<file path="src/rtl/pcal_pkg.sv">
package pcal_pkg;
    typedef enum logic [1:0] {
        ST_STARVE = 2'b00,
        ST_HUNGRY = 2'b01,
        ST_SATED  = 2'b10,
        ST_FRAME  = 2'b11
    } pstat_e;
endpackage

</file>
<file path="src/rtl/pcal_thr_cmp.sv">
module pcal_thr_cmp #(
    parameter int LVL_W = 10
) (
    input  logic [LVL_W-1:0] lvl,
    input  logic [LVL_W-1:0] lo,
    input  logic [LVL_W-1:0] hi,
    output pcal_pkg::pstat_e code
);
    // high mark checked first so it wins on overlap
    always_comb begin
        if (lvl >= hi)      code = pcal_pkg::ST_SATED;
        else if (lvl <= lo) code = pcal_pkg::ST_STARVE;
        else                code = pcal_pkg::ST_HUNGRY;
    end
endmodule

</file>
<file path="src/rtl/pcal_ext_mem.sv">
module pcal_ext_mem #(
    parameter int NPORTS = 4,
    parameter int AW     = 2
) (
    input  logic                   clk,
    input  logic                   rst_n,
    input  logic                   wr_vld,
    input  logic [AW-1:0]          wr_addr,
    input  logic [1:0]             wr_stat,
    output logic [NPORTS-1:0][1:0] ent
);
    typedef struct packed {
        logic [NPORTS-1:0][1:0] ent;
    } mem_t;

    mem_t st_d, st_q;

    always_comb begin
        st_d = st_q;
        if (wr_vld && wr_stat != 2'b11 && int'(wr_addr) < NPORTS)
            st_d.ent[wr_addr] = wr_stat;
    end

    always_ff @(posedge clk) begin
        if (!rst_n) st_q <= '0;
        else        st_q <= st_d;
    end

    assign ent = st_q.ent;
endmodule

</file>
<file path="src/rtl/pcal_cal_seq.sv">
module pcal_cal_seq #(
    parameter int NPORTS = 4,
    parameter int AW     = 2,
    parameter int CLW    = 3
) (
    input  logic           clk,
    input  logic           rst_n,
    input  logic [CLW-1:0] cal_len,
    input  logic           adv,
    output logic [AW-1:0]  cur_idx
);
    localparam logic [CLW-1:0] LEN_MAX = CLW'(NPORTS);

    typedef struct packed {
        logic [CLW-1:0] idx;
    } seq_t;

    seq_t           st_d, st_q;
    logic [CLW-1:0] len_eff;
    logic [CLW-1:0] eff;

    always_comb begin
        if (cal_len == '0)          len_eff = CLW'(1);
        else if (cal_len > LEN_MAX) len_eff = LEN_MAX;
        else                        len_eff = cal_len;
        eff  = (st_q.idx >= len_eff) ? '0 : st_q.idx;
        st_d = st_q;
        if (adv)
            st_d.idx = (eff == len_eff - CLW'(1)) ? '0 : eff + CLW'(1);
    end

    always_ff @(posedge clk) begin
        if (!rst_n) st_q <= '0;
        else        st_q <= st_d;
    end

    assign cur_idx = eff[AW-1:0];
endmodule

</file>
<file path="src/rtl/pcal_top.sv">
module pcal_top #(
    parameter int NPORTS = 4,
    parameter int LVL_W  = 10,
    parameter int AW     = (NPORTS > 1) ? $clog2(NPORTS) : 1,
    parameter int CLW    = $clog2(NPORTS + 1)
) (
    input  logic                    clk,
    input  logic                    rst_n,
    input  logic                    shared_mode,
    input  logic [NPORTS*LVL_W-1:0] fill_lvl,
    input  logic [LVL_W-1:0]        shared_lvl,
    input  logic [NPORTS*LVL_W-1:0] lo_mark,
    input  logic [NPORTS*LVL_W-1:0] hi_mark,
    input  logic                    ovf_cdc,
    input  logic                    ovf_buf,
    input  logic [NPORTS-1:0]       ext_sel,
    input  logic                    ext_wr_vld,
    input  logic [AW-1:0]           ext_wr_addr,
    input  logic [1:0]              ext_wr_stat,
    input  logic [CLW-1:0]          cal_len,
    input  logic                    slot_req,
    output logic [1:0]              stat,
    output logic [AW-1:0]           stat_slot,
    output logic                    stat_vld
);
    import pcal_pkg::*;

    typedef struct packed {
        pstat_e        stat;
        logic [AW-1:0] slot;
        logic          vld;
    } out_t;

    out_t                   st_d, st_q;
    logic [AW-1:0]          cur_idx;
    logic [NPORTS-1:0][1:0] ext_ent;
    pstat_e                 calc_code [NPORTS];
    pstat_e                 pick;

    pcal_cal_seq #(.NPORTS(NPORTS), .AW(AW), .CLW(CLW)) u_seq (
        .clk(clk), .rst_n(rst_n), .cal_len(cal_len),
        .adv(slot_req), .cur_idx(cur_idx)
    );

    pcal_ext_mem #(.NPORTS(NPORTS), .AW(AW)) u_mem (
        .clk(clk), .rst_n(rst_n), .wr_vld(ext_wr_vld),
        .wr_addr(ext_wr_addr), .wr_stat(ext_wr_stat), .ent(ext_ent)
    );

    for (genvar p = 0; p < NPORTS; p++) begin : g_port
        logic [LVL_W-1:0] lvl;
        assign lvl = shared_mode ? shared_lvl : fill_lvl[p*LVL_W +: LVL_W];
        pcal_thr_cmp #(.LVL_W(LVL_W)) u_cmp (
            .lvl(lvl),
            .lo(lo_mark[p*LVL_W +: LVL_W]),
            .hi(hi_mark[p*LVL_W +: LVL_W]),
            .code(calc_code[p])
        );
    end

    always_comb begin
        if (ovf_cdc || ovf_buf)  pick = ST_SATED;
        else if (ext_sel[cur_idx]) pick = pstat_e'(ext_ent[cur_idx]);
        else                     pick = calc_code[cur_idx];
        st_d     = st_q;
        st_d.vld = 1'b0;
        if (slot_req) begin
            st_d.stat = pick;
            st_d.slot = cur_idx;
            st_d.vld  = 1'b1;
        end
    end

    always_ff @(posedge clk) begin
        if (!rst_n) st_q <= '{stat: ST_STARVE, slot: '0, vld: 1'b0};
        else        st_q <= st_d;
    end

    assign stat      = st_q.stat;
    assign stat_slot = st_q.slot;
    assign stat_vld  = st_q.vld;
endmodule

</file>
<file path="config.mk">
export PLATFORM = sky130hd
export DESIGN_NAME = pcal_top
export DESIGN_NICKNAME = d
export VERILOG_FILES = /design/src/rtl/pcal_pkg.sv /design/src/rtl/pcal_thr_cmp.sv /design/src/rtl/pcal_ext_mem.sv /design/src/rtl/pcal_cal_seq.sv /design/src/rtl/pcal_top.sv
export SDC_FILE = /design/constraint.sdc
export NUM_CORES = 1
export LEC_CHECK = 0
export BUFFER_PORTS_ARGS = -buffer_cell sky130_fd_sc_hd__buf_2
export CORE_UTILIZATION = 49
export CTS_CLUSTER_SIZE = 20
export DETAILED_ROUTE_END_ITERATION = 7
export PLACE_DENSITY = 0.84
export SYNTH_ARGS = -nofsm -noshare
export SYNTH_HDL_FRONTEND = slang
export SYNTH_SLANG_ARGS = --single-unit
</file>
<file path="constraint.sdc">
create_clock -name clk -period 3.4 [get_ports clk]
set_clock_uncertainty 0.05 [all_clocks]
set_input_delay 0.34 -clock clk [delete_from_list [all_inputs] [get_ports clk]]
set_output_delay 0.34 -clock clk [all_outputs]
set_load 0.1 [all_outputs]
</file>
After elaboration in Yosys (flattened, before gate mapping)

Index checks and enable logic that the tools add are counted.

Flip-flop bits (word level): 16
Bits in latches: 0
Bits in writable memories: 0
ROM bits: 0
Memories: 0

$add $sub $neg: 2
Multipliers: 0
Divide/modulo/power cells: 0
$lt $le $gt $ge: 14
Eq/ne operators: 2
Shift operators: 0
Muxes and demuxes: 29
Bitwise gates (word level): 1
Reductions and logical operators: 4

Operators with widths:

| operator              | count |
|---|---|
| $ge A10 B10 Y1        | 4 |
| $le A10 B10 Y1        | 4 |
| $mux W10              | 4 |
| $mux W2               | 10 |
| $mux W3               | 4 |
| $bmux W2 S2           | 2 |
| $bwmux W8             | 1 |
| $lt A2 B3 Y1 const B  | 2 |
| $mux W1               | 6 |
| $demux W2 S2          | 1 |
| $add A3 B1 Y3 const B | 1 |
| $eq A3 B3 Y1          | 1 |
| $ge A3 B3 Y1          | 1 |
| $ge A3 B3 Y1 const B  | 1 |
| $gt A3 B3 Y1 const B  | 1 |
| $logic_not A3 Y1      | 1 |
| $not A2 Y3            | 1 |
| $sub A3 B1 Y3 const B | 1 |
| $bmux W1 S2           | 1 |
| $ge A2 B1 Y1 const B  | 1 |
| $logic_and A1 B1 Y1   | 2 |
| $ne A2 B2 Y1 const B  | 1 |
| $logic_or A1 B1 Y1    | 1 |

Logic depth before layout (Yosys ltp)

Gate-level depths: netlist of run 1.

Word-level depth: 11
Mapped depth: 11

Modules after synthesis

Synthesis of run 1 repeated with hierarchy kept, for this count alone.

Cells, all modules: 465
Area, all modules: 3,390.8 sq um

Modules (own cells, without submodules):

| module       | times used | cells an instance | area an instance (sq um) | sequential area each (sq um) |
|---|---|---|---|---|
| pcal_thr_cmp | 4          | 67                | 496.7                    | 0.0 |
| pcal_top     | 1          | 121               | 701.9                    | 100.1 |
| pcal_cal_seq | 1          | 44                | 372.9                    | 60.1 |
| pcal_ext_mem | 1          | 32                | 329.1                    | 160.2 |

Worst setup path after synthesis of run 1

OpenSTA, ideal clock, no wires.

Path kind: input to register
From: in shared_mode
To: reg st_q (netlist bit stat[1])
Library setup time: 0.128 ns
Arrival time: 2.400 ns
Data required time: 3.222 ns
Setup slack: 0.822 ns
Stages: 11
Cells stage by stage: buf_1 -> clkbuf_1 -> o21ai_0 -> ha_1 -> a21o_1 -> a21o_1 -> a221oi_1 -> o211ai_1 -> nand3_1 -> and3_2 -> o22ai_1

Cells in the longest elaborated chain, start to end: 8
Elaborated cells on any way between the ends: 17
Classes of those cells: 4 x order compare; 13 x mux

Ends and longest elaborated chain:

| what                                          | line               | source |
|---|---|---|
| from (decl)                                   | pcal_top.sv:9      | `input logic shared_mode,` |
| $mux W10                                      | pcal_top.sv:52     | `assign lvl = shared_mode ? shared_lvl : fill_lvl[p*LVL_W +: LVL_W];` |
| $ge A10 B10 Y1                                | pcal_thr_cmp.sv:11 | `if (lvl >= hi) code = pcal_pkg::ST_SATED;` |
| $mux W2                                       | pcal_thr_cmp.sv:11 |  |
| $bmux W2 S2 *                                 | pcal_top.sv:64     | `else pick = calc_code[cur_idx];` |
| $mux W2 (not written as such) * (2 in series) | pcal_top.sv:64     |  |
| $mux W2 *                                     | pcal_top.sv:63     | `else if (ext_sel[cur_idx]) pick = pstat_e'(ext_ent[cur_idx]);` |
| $mux W2 *                                     | pcal_top.sv:62     | `if (ovf_cdc \|\| ovf_buf) pick = ST_SATED;` |
| to (signal assigned)                          | pcal_top.sv:75     | `if (!rst_n) st_q <= '{stat: ST_STARVE, slot: '0, vld: 1'b0};` |
| to (signal assigned)                          | pcal_top.sv:76     | `else st_q <= st_d;` |
| to (decl)                                     | pcal_top.sv:34     | `out_t st_d, st_q;` |

Mark *: on every way between the ends. The rest lies on a longest branch, timed or not. The select of a mux whose other input is x is not followed.
A chain may end at the register's enable or synchronous reset.

Final worst setup path of run 1

From: in shared_mode
To: reg st_q (netlist bit stat[0])

Cells in the longest elaborated chain, start to end: 9
Elaborated cells on any way between the ends: 25
Classes of those cells: 8 x order compare; 17 x mux

Ends and longest elaborated chain:

| what                                          | line               | source |
|---|---|---|
| $mux W10                                      | pcal_top.sv:52     |  |
| $le A10 B10 Y1                                | pcal_thr_cmp.sv:12 | `else if (lvl <= lo) code = pcal_pkg::ST_STARVE;` |
| $mux W1                                       | pcal_thr_cmp.sv:12 |  |
| $mux W2                                       | pcal_thr_cmp.sv:11 |  |
| $bmux W2 S2 *                                 | pcal_top.sv:64     |  |
| $mux W2 (not written as such) * (2 in series) | pcal_top.sv:64     |  |
| $mux W2 *                                     | pcal_top.sv:63     |  |
| $mux W2 *                                     | pcal_top.sv:62     |  |

Marked as above.

==> results of run 1 <==
[routing by layer]
| metal | part of all wire (%) | wire length [um] |
|---|---|---|
| met3 | 7.5 | 739 |
| met5 | 0 | 0 |
| met1 | 39 | 3860 |
| met4 | 2.9 | 286 |
| met2 | 50 | 4960 |
[cell families after synthesis]
logic type	Yosys count	synth area share [%]
AND/OR/NAND/NOR	99	15.1
buffers and inverters	131	15.0
AO/OA/AOI/OAI	131	24.1
adder cells (fa/ha/maj)	84	30.7
XOR/XNOR	3	0.768
multiplexers	17	4.97
flip-flops	16	9.36
[layout make-up]
class | instances | area, um^2 | area share, %
sequential | 16 | 320 | 7.50
multi-input combinational | 334 | 2590 | 60.6
timing repair buffer | 154 | 776 | 18.2
inverter | 119 | 447 | 10.5
tap | 80 | 100 | 2.34
clock buffer | 3 | 41.3 | 0.966
[final timing paths]
path / from / to / slack, ns / cells after the start
max: shared_mode / stat[0]$_SDFFE_PN0P_ / 0.74 / 11
min: ext_wr_stat[1] / u_mem.ent[7]$_SDFFE_PN0P_ / 0.37 / 3
max reg2reg: u_seq.st_q[1]$_SDFFE_PN0P_ / stat[0]$_SDFFE_PN0P_ / 0.92 / 8
min reg2reg: stat_slot[0]$_SDFFE_PN0P_ / stat_slot[0]$_SDFFE_PN0P_ / 0.44 / 2
[metrics by stage]
step | power, mW | instances | cell area, um^2
floorplan | 0.550 | 481 | 3420
global placement | 0.714 | 703 | 4230
detailed placement | 0.727 | 703 | 4230
CTS | 0.868 | 706 | 4270
global route | 0.951 | 706 | 4270
finish | 0.869 | 706 | 4270
[Yosys cell counts (9+ instances only)]
| library cell | n | area (um^2) |
|---|---|---|
| nor2b_1 | 18 | 113 |
| dfxtp_1 | 16 | 320 |
| a21oi_1 | 23 | 115 |
| nand4_1 | 9 | 56.3 |
| a21o_1 | 18 | 135 |
| ha_1 | 84 | 1050 |
| nor2_1 | 13 | 48.8 |
| nand2_1 | 30 | 113 |
| inv_1 | 119 | 447 |
| nand3_1 | 9 | 45.0 |
| mux2i_1 | 17 | 170 |
| o21ai_0 | 52 | 260 |
[where the power goes]
| group | switching (mW) | internal (mW) |
|---|---|---|
| Sequential | 0.00793 | 0.196 |
| Combinational | 0.294 | 0.232 |
| Clock | 0.0612 | 0.0785 |
[registers in the layout, indices dropped and copies added, names as in the netlist]
name        flops
stat            2
stat_slot       2
stat_vld        1
u_mem.ent       8
u_seq.st_q      3
[worst reg2reg max path: stages (launching register included)]
cell,delay [ns]
dfxtp_1,0.68
ha_1,0.33
nand2_1,0.07
o21a_1,0.42
a31oi_4,0.14
o221ai_2,0.27
o21ai_0,0.16
a21oi_1,0.14
a31oi_1,0.09
==> run summary, run 1 <==
CP required = 3.53 ns
Mapped cell area = 0.00342 mm^2
CTS tree = built
Final #Nets = 860
Total Routing Usage GR = 27.4%
Failing checks = DRC
Post-synth top flop = dfxtp_1
Yosys warnings = 0
Met3 GRT Util = 3.08%
Hold-fix buffer count after cts = 0
Maximum clock frequency = 376 MHz
GPL Wtd Cong = 0.997
CTS resizes = 0
Clk root buf = clkbuf_8
Starting DRT DRC Count = 197
Antenna-violating nets left = 0
Fin. Hold Viols = 0
DR WL/cell = 13.9 um
Busiest layer in global routing = met2
Final hold slack = 0.369 ns
Worst-Skew Late Latency = 0.25 ns
Placement Rows = 30
GRT met1 Usage = 31.2%
CP max FO = 35
Setup crit start kind = input pin
Seq/Total Area, Yosys = 9.36%
Power density over cell area = 203 mW/mm^2
Setup TNS = 0 ns
Die Span Y = 85.6 um
Commonest non-fill, non-tap cell in the layout = buf_2
DRT Wirelength = 9.84 mm
Drt drc = 1
Area grow syn2layout = 24.9%
Worst slew margin = 62.0%
Slowest cell on crit path = buf_2
Final Critical Period = 2.66 ns
Worst-Margin Slew = 0.569 ns
Met2 usage = 52.8%
Outcome = finished, violations left
Port bufs = 152
Number of synthesized flops with an enable pin = 0
H-Tree Depth = 1
CTS sink cnt = 16
Top Ports = 153
Initial Util = 50.6%
Post-DP HPWL = 8.74 mm
Vias after detailed routing = 3,800
Max-Cap Viols = 0
Crit Path Category = in -> reg
Post-place setup slack = 0.499 ns
CP endpoint kind = register
RSZ-0062 raised after global routing = no
WP data arrival = 2.79 ns
Die area = 0.00732 mm^2
Highest-count cells in the layout ignoring fill and taps = buf_2, inv_1, ha_1
Initial antenna violation count = 0
Syn Inst Count = 481
Final number of max-transition violations = 0
Synth cell types = 49
Maximum clock path buffer count = 2
Async set-reset flop share out of synthesis = 0%
CP Buf/Inv Count = 2
FILL cells = 614
Layout cells sized above 1 = 26.2%
1st-pass router iterations = 7
#FFs+latches synth = 16
Post-Syn Nets = 713
Pleak = 2.64 nW
Vias/cell = 5.38
Core Region = 0.00676 mm^2
Mean post-synth cell area = 7.11 um^2
Worst-path clk slew = 0.06 ns
Max incr delay on CP = 0.42 ns
Antenna diode count = 0
Die width = 85.6 um
Fin util = 63.2%
Worst IR Drop VDD = 0.000110 V
Via count of the first global-routing pass = 3,865
Top delay family on crit path = compound AO/OA/AOI/OAI gates
Critical path cell sequence = buf_2, buf_4, o21ai_0, ha_1, a21oi_1, o21ai_0, a311oi_1, o211ai_1, nor4_1, a31oi_1, a31oi_1
Largest net degree at the start of global routing = 36
Worst min path class = in -> reg
Period utilization = 78.2%
Final setup viols = 0
Final worst slack = 0.741 ns
Grt total ovfl = 0
First-pass GRT wire length = 16.1 mm
Post-CTS setup buffer count = 0
CTS buffer count = 3
Note: power is estimated with default switching activity, not from simulation.
==> run 2, diff against run 1 <==
Settings changed: ABC_AREA set to 1, PLACE_DENSITY 0.84 to 0.83.
Clock period 3.4 ns to 2.5 ns, I/O delays scaled along.
==> run 2 against run 1 <==
Effect of this change:
- the flow now finishes without violations
- via count grew 10%
- non-clock buffer count shrank 1
- synthesized area grew 2.3%
- critical path type is now reg -> reg
==> run summary, run 2 <==
Outcome = complete, no violations
Antenna diode count = 0
Max reg flops = 8
CTS resizes = 0
Power density over cell area = 282 mW/mm^2
Via count of the first global-routing pass = 4,046
Starting DRT DRC Count = 156
Maximum clock frequency = 467 MHz
Die area = 0.00749 mm^2
Worst-path clk slew = 0.06 ns
DR WL/cell = 12.2 um
Main combinational cell family by area after synthesis = simple AND/OR/NAND/NOR gates
Mapped cell area = 0.00350 mm^2
Top post-synthesis cells by area = ha_1, nand2_1, inv_1
CTS tree = built
Seq/Total Area, Yosys = 9.15%
Worst-Margin Slew = 0.492 ns
Simple-gate share of the synthesized area = 34.7%
Compound-Gate Fraction of Synth Area = 9.47%
RSZ-0062 raised after global routing = no
Vias/cell = 4.95
CTS sink cnt = 16
Largest net degree at the start of global routing = 41
Grt total ovfl = 0
Drt drc = 0
Period utilization = 85.6%
CP max FO = 11
Syn Inst Count = 602
Setup crit start kind = register
Final number of max-transition violations = 0
Area grow syn2layout = 26.3%
Post-Syn Nets = 834
H-Tree Depth = 1
Final setup viols = 0
Adder-Cell Fraction of Synth Area = 30.0%
GPL Wtd Cong = 0.898
Vias after detailed routing = 4,196
Worst IR Drop VDD = 0.000322 V
Hold-fix buffer count after cts = 0
Post-synth top cells = nand2_1, inv_1, ha_1, nor2_1, a21oi_1
Final #Nets = 985
1st-pass router iterations = 4
Worst min path class = in -> reg
Setup TNS = 0 ns
Maximum clock path buffer count = 2
Post-DP HPWL = 9.13 mm
Initial Util = 51.3%
Yosys top cell area share = 30.0%
Post-synth top flop = dfxtp_1
Number of synthesized flops with an enable pin = 0
Mux cell area share after synthesis = 0%
Cell with the most instances after synthesis = nand2_1
Commonest non-fill, non-tap cell in the layout = nand2_1
Area after DPL = 0.00437 mm^2
Clk root buf = clkbuf_8
CP endpoint kind = register
Placement Rows = 30
Initial antenna violation count = 0
Die width = 86.5 um
DRT Wirelength = 10.4 mm
Most area-hungry cell type in the Yosys netlist = ha_1
Final Critical Period = 2.14 ns
Worst slew margin = 67.4%
Pleak = 2.95 nW
Synth cell types = 27
CP required = 2.65 ns
Layout cells sized above 1 = 22.3%
Xor-xnor portion of the synthesized cell area = 1.25%
CTS buffer count = 3
Port bufs = 152
Die Span Y = 86.5 um
Fin area = 0.00442 mm^2
WP data arrival = 2.29 ns
Yosys warnings = 0
First-pass GRT wire length = 16.7 mm
Fin. Hold Viols = 0
Antenna-violating nets left = 0
Mean post-synth cell area = 5.82 um^2
Highest-count cells in the layout ignoring fill and taps = nand2_1, buf_2, inv_1
FILL cells = 693
Async set-reset flop share out of synthesis = 0%
Flop-to-flop setup slack = 0.36 ns
Final hold slack = 0.220 ns
#FFs+latches synth = 16
Inst Count DP = 844
Total Routing Usage GR = 28.0%
Worst-Skew Late Latency = 0.25 ns
Max-Cap Viols = 0
Layout Cells excl Fill = 848
Core Region = 0.00683 mm^2
Crit Path Category = reg -> reg
Top Ports = 153
Post-CTS setup buffer count = 0
run 2: cell count changes after synthesis, sizes merged, moves of 12 or more:
cell   change
nand2    +173
mux2i     -17
o21ai     -37
nand3     +21
a21o      -12
nor2      +35
inv       +16
nor2b     -19
run 2: worst max-delay path, stage by stage, from the launching register on:
cell     delay, ns
dfxtp_1       0.39
inv_1         0.12
ha_1          0.30
nand3_1       0.17
nand3_2       0.28
nor2_2        0.34
nand2_1       0.10
nand2_1       0.07
inv_1         0.03
nand2_1       0.05
nand2_1       0.04
nand3_1       0.06
nand2_1       0.05
inv_1         0.04
run 2: final timing paths:
kind                               endpoint  cells past startpoint                       start
hold reg to reg   u_mem.ent[3]$_SDFFE_PN0P_                      2   u_mem.ent[3]$_SDFFE_PN0P_
hold / removal    stat_slot[0]$_SDFFE_PN0P_                      2                    slot_req
setup reg to reg       stat[1]$_SDFFE_PN0P_                     13  u_seq.st_q[0]$_SDFFE_PN0P_
setup / recovery       stat[1]$_SDFFE_PN0P_                     13  u_seq.st_q[0]$_SDFFE_PN0P_
run 2: cells by family after synthesis:
logic type	Yosys count
simple gates	296
buf+inv	142
fa+ha+maj	84
compound gates	59
flops	16
xor+xnor	5
run 2: area by class of cell:
| type | count | area, um^2 | area share, % |
|---|---|---|---|
| multi-input combinational | 444 | 2640 | 59.7 |
| timing repair buffer | 153 | 781 | 17.6 |
| inverter | 135 | 507 | 11.5 |
| sequential | 16 | 320 | 7.24 |
| tap | 96 | 120 | 2.71 |
| clock buffer | 4 | 55.1 | 1.24 |
run 2: report_power, final:
part	total (mW)	internal, mW	switching [mW]
clock	0.227	0.140	0.0876
sequential	0.277	0.269	0.00834
combinational	0.742	0.305	0.437
total	1.25	0.713	0.532
run 2: per-stage QoR:
step / total power [mW] / utilization, % / setup slack [ns]
6_report: 1.25 / 64.8 / 0.360
5_1_grt: 1.37 / 64.8 / 0.160
4_1_cts: 1.25 / 64.8 / 0.363
3_5_place_dp: 1.02 / 64.0 / 0.253
3_3_place_gp: 0.991 / 64.0 / 0.314
2_1_floorplan: 0.770 / - / 0.636
run 2: routing by layer:
layer | global-route usage [%] | vias up | part of all wire, %
li1 | - | 2174 | -
met1 | 32.4 | 1835 | 41
met2 | 52.5 | 157 | 48
met3 | 2.86 | 30 | 7.1
met4 | 11.2 | 0 | 3.7
met5 | 0 | - | 0
==> run 3, diff against run 2 <==
Settings changed: CORE_UTILIZATION 49 to 46, PLACE_DENSITY 0.83 to 0.79.
==> run 3 against run 2 <==
Effect of this change:
- sequential cell count did not move
- final cell count increased by 0.47%
- count of clock-buffer cells in the layout unchanged
- sequential power about the same
- maximum frequency rose by 0.27%
- utilization shrank 4.1 points
- global-route usage down 1.5 points
- register-to-register slack about the same
- design area barely moved
- largest cell class unchanged
- largest power group unchanged
- highest routed layer unchanged
==> run summary, run 3 (synthesis gave the netlist of run 2 again) <==
Total power draw = 1.26 mW
Worst slew margin = 67.1%
CTS resizes = 0
Hold-fix buffer count after cts = 0
Setup TNS = 0 ns
1st-pass router iterations = 5
Crit Path Category = reg -> reg
Final #Nets = 986
Combinational share of power = 59.3%
CP required = 2.65 ns
Final worst slack = 0.365 ns
Layout cells sized above 1 = 22.4%
Area grow syn2layout = 26.3%
Port bufs = 152
Commonest non-fill, non-tap cell in the layout = nand2_1
Pint = 0.713 mW
Area after DPL = 0.00437 mm^2
Reg2Reg Depth = 13
Flop-to-flop setup slack = 0.37 ns
WP depth = 13
Worst Setup SP = u_seq.st_q[0]$_SDFFE_PN0P_
Reg2reg start = u_seq.st_q[0]$_SDFFE_PN0P_
FILL cells = 752
Vias after detailed routing = 4,217
Critical path cell sequence = inv_1, ha_1, nand3_1, nand3_2, nor2_2, nand2_1, nand2_1, inv_1, nand2_1, nand2_1, nand3_1, nand2_1, inv_1
Starting DRT DRC Count = 157
Max-Cap Viols = 0
Total Routing Usage GR = 26.5%
Highest-count cells in the layout ignoring fill and taps = nand2_1, buf_2, inv_1
Maximum clock frequency = 468 MHz
Pleak = 2.95 nW
Max incr delay on CP = 0.38 ns
Top delay family on crit path = simple AND/OR/NAND/NOR gates
Max reg flops = 8
Worst IR Drop VDD = 0.000247 V
H-Tree Depth = 1
CTS tree = built
Final setup viols = 0
Die width = 89.3 um
Clk root buf = clkbuf_8
Top Ports = 153
Antenna-violating nets left = 0
Post-DP HPWL = 9.32 mm
Period utilization = 85.4%
Setup crit start kind = register
Sequential Power Share = 22.1%
Antenna diode count = 0
Critical path capture point = stat[1]$_SDFFE_PN0P_
Fin. Hold Viols = 0
CP max FO = 11
DRT Wirelength = 10.6 mm
Die Span Y = 89.3 um
DR WL/cell = 12.4 um
Post-place setup slack = 0.239 ns
GPL Wtd Cong = 0.971
Core Region = 0.00729 mm^2
Final number of max-transition violations = 0
RSZ-0062 raised after global routing = no
R2R Path End = stat[1]$_SDFFE_PN0P_
Worst-path clk slew = 0.06 ns
Sw frac = 43.2%
Maximum clock path buffer count = 2
Die area = 0.00797 mm^2
CTS sink cnt = 16
CP most frequent cell = nand2_1
Vias/cell = 4.95
Power density over cell area = 284 mW/mm^2
Multi-input logic area = 0.00264 mm^2
Initial antenna violation count = 0
Worst-Skew Late Latency = 0.26 ns
Outcome = complete, no violations
Initial Util = 48.0%
FF+latch area = 320 um^2
Post-CTS setup buffer count = 0
Clock group share of total power = 18.7%
Via count of the first global-routing pass = 3,981
Worst-Margin Slew = 0.496 ns
WP data arrival = 2.29 ns
Largest net degree at the start of global routing = 21
CP endpoint kind = register
CTS buffer count = 3
Final hold slack = 0.219 ns
CP Buf/Inv Count = 3
Worst min path class = in -> reg
First-pass GRT wire length = 16.6 mm
Drt drc = 0
Grt total ovfl = 0
Placement Rows = 31
Fin area = 0.00442 mm^2
Slowest cell on crit path = dfxtp_1
Sw power = 0.543 mW
Final Critical Period = 2.13 ns
run 3: area by class of cell:
type / instances / share of cell area [%]
repair buffers: 154 / 17.5
flip-flops and latches: 16 / 7.24
clock buffers: 4 / 1.24
multi-input cells: 444 / 59.7
well taps: 99 / 2.80
inverters: 135 / 11.5
run 3: metal layers:
metal	share of wire, %	global-route usage (%)
met1	40	30.4
met2	47	49.0
met3	10	4.16
met4	3.1	10.5
met5	0	0
run 3: power groups by stage:
stage / logic, mW / clock network [mW] / registers, mW
global placement: 0.714 / 0 / 0.282
detailed placement: 0.741 / 0 / 0.282
CTS: 0.744 / 0.232 / 0.277
floorplan: 0.458 / 0 / 0.312
global route: 0.855 / 0.238 / 0.278
finish: 0.745 / 0.234 / 0.277
run 3: worst min-delay path by stage:
stage                                   start  depth (start not counted)                         to
detailed placement  u_mem.ent[2]$_SDFFE_PN0P_                          2  u_mem.ent[2]$_SDFFE_PN0P_
finish                               slot_req                          2  stat_slot[0]$_SDFFE_PN0P_
global placement    u_mem.ent[0]$_SDFFE_PN0P_                          2  u_mem.ent[0]$_SDFFE_PN0P_
floorplan                            slot_req                          1  stat_slot[0]$_SDFFE_PN0P_
CTS                                  slot_req                          2  stat_slot[0]$_SDFFE_PN0P_
global route                         slot_req                          2  stat_slot[0]$_SDFFE_PN0P_
run 3: worst register-to-register path, stage by stage, from the launching register on:
cell and delay (ns):
dfxtp_1 0.38, inv_1 0.11, ha_1 0.31, nand3_1 0.17
nand3_2 0.27, nor2_2 0.34, nand2_1 0.09, nand2_1 0.07
inv_1 0.04, nand2_1 0.06, nand2_1 0.05, nand3_1 0.07
nand2_1 0.05, inv_1 0.04
run 3: metrics by stage:
stage	utilization, %	cells
3_5_place_dp	59.9	848
2_1_floorplan	-	602
4_1_cts	60.7	852
5_1_grt	60.7	852
3_3_place_gp	59.9	848
6_report	60.7	852
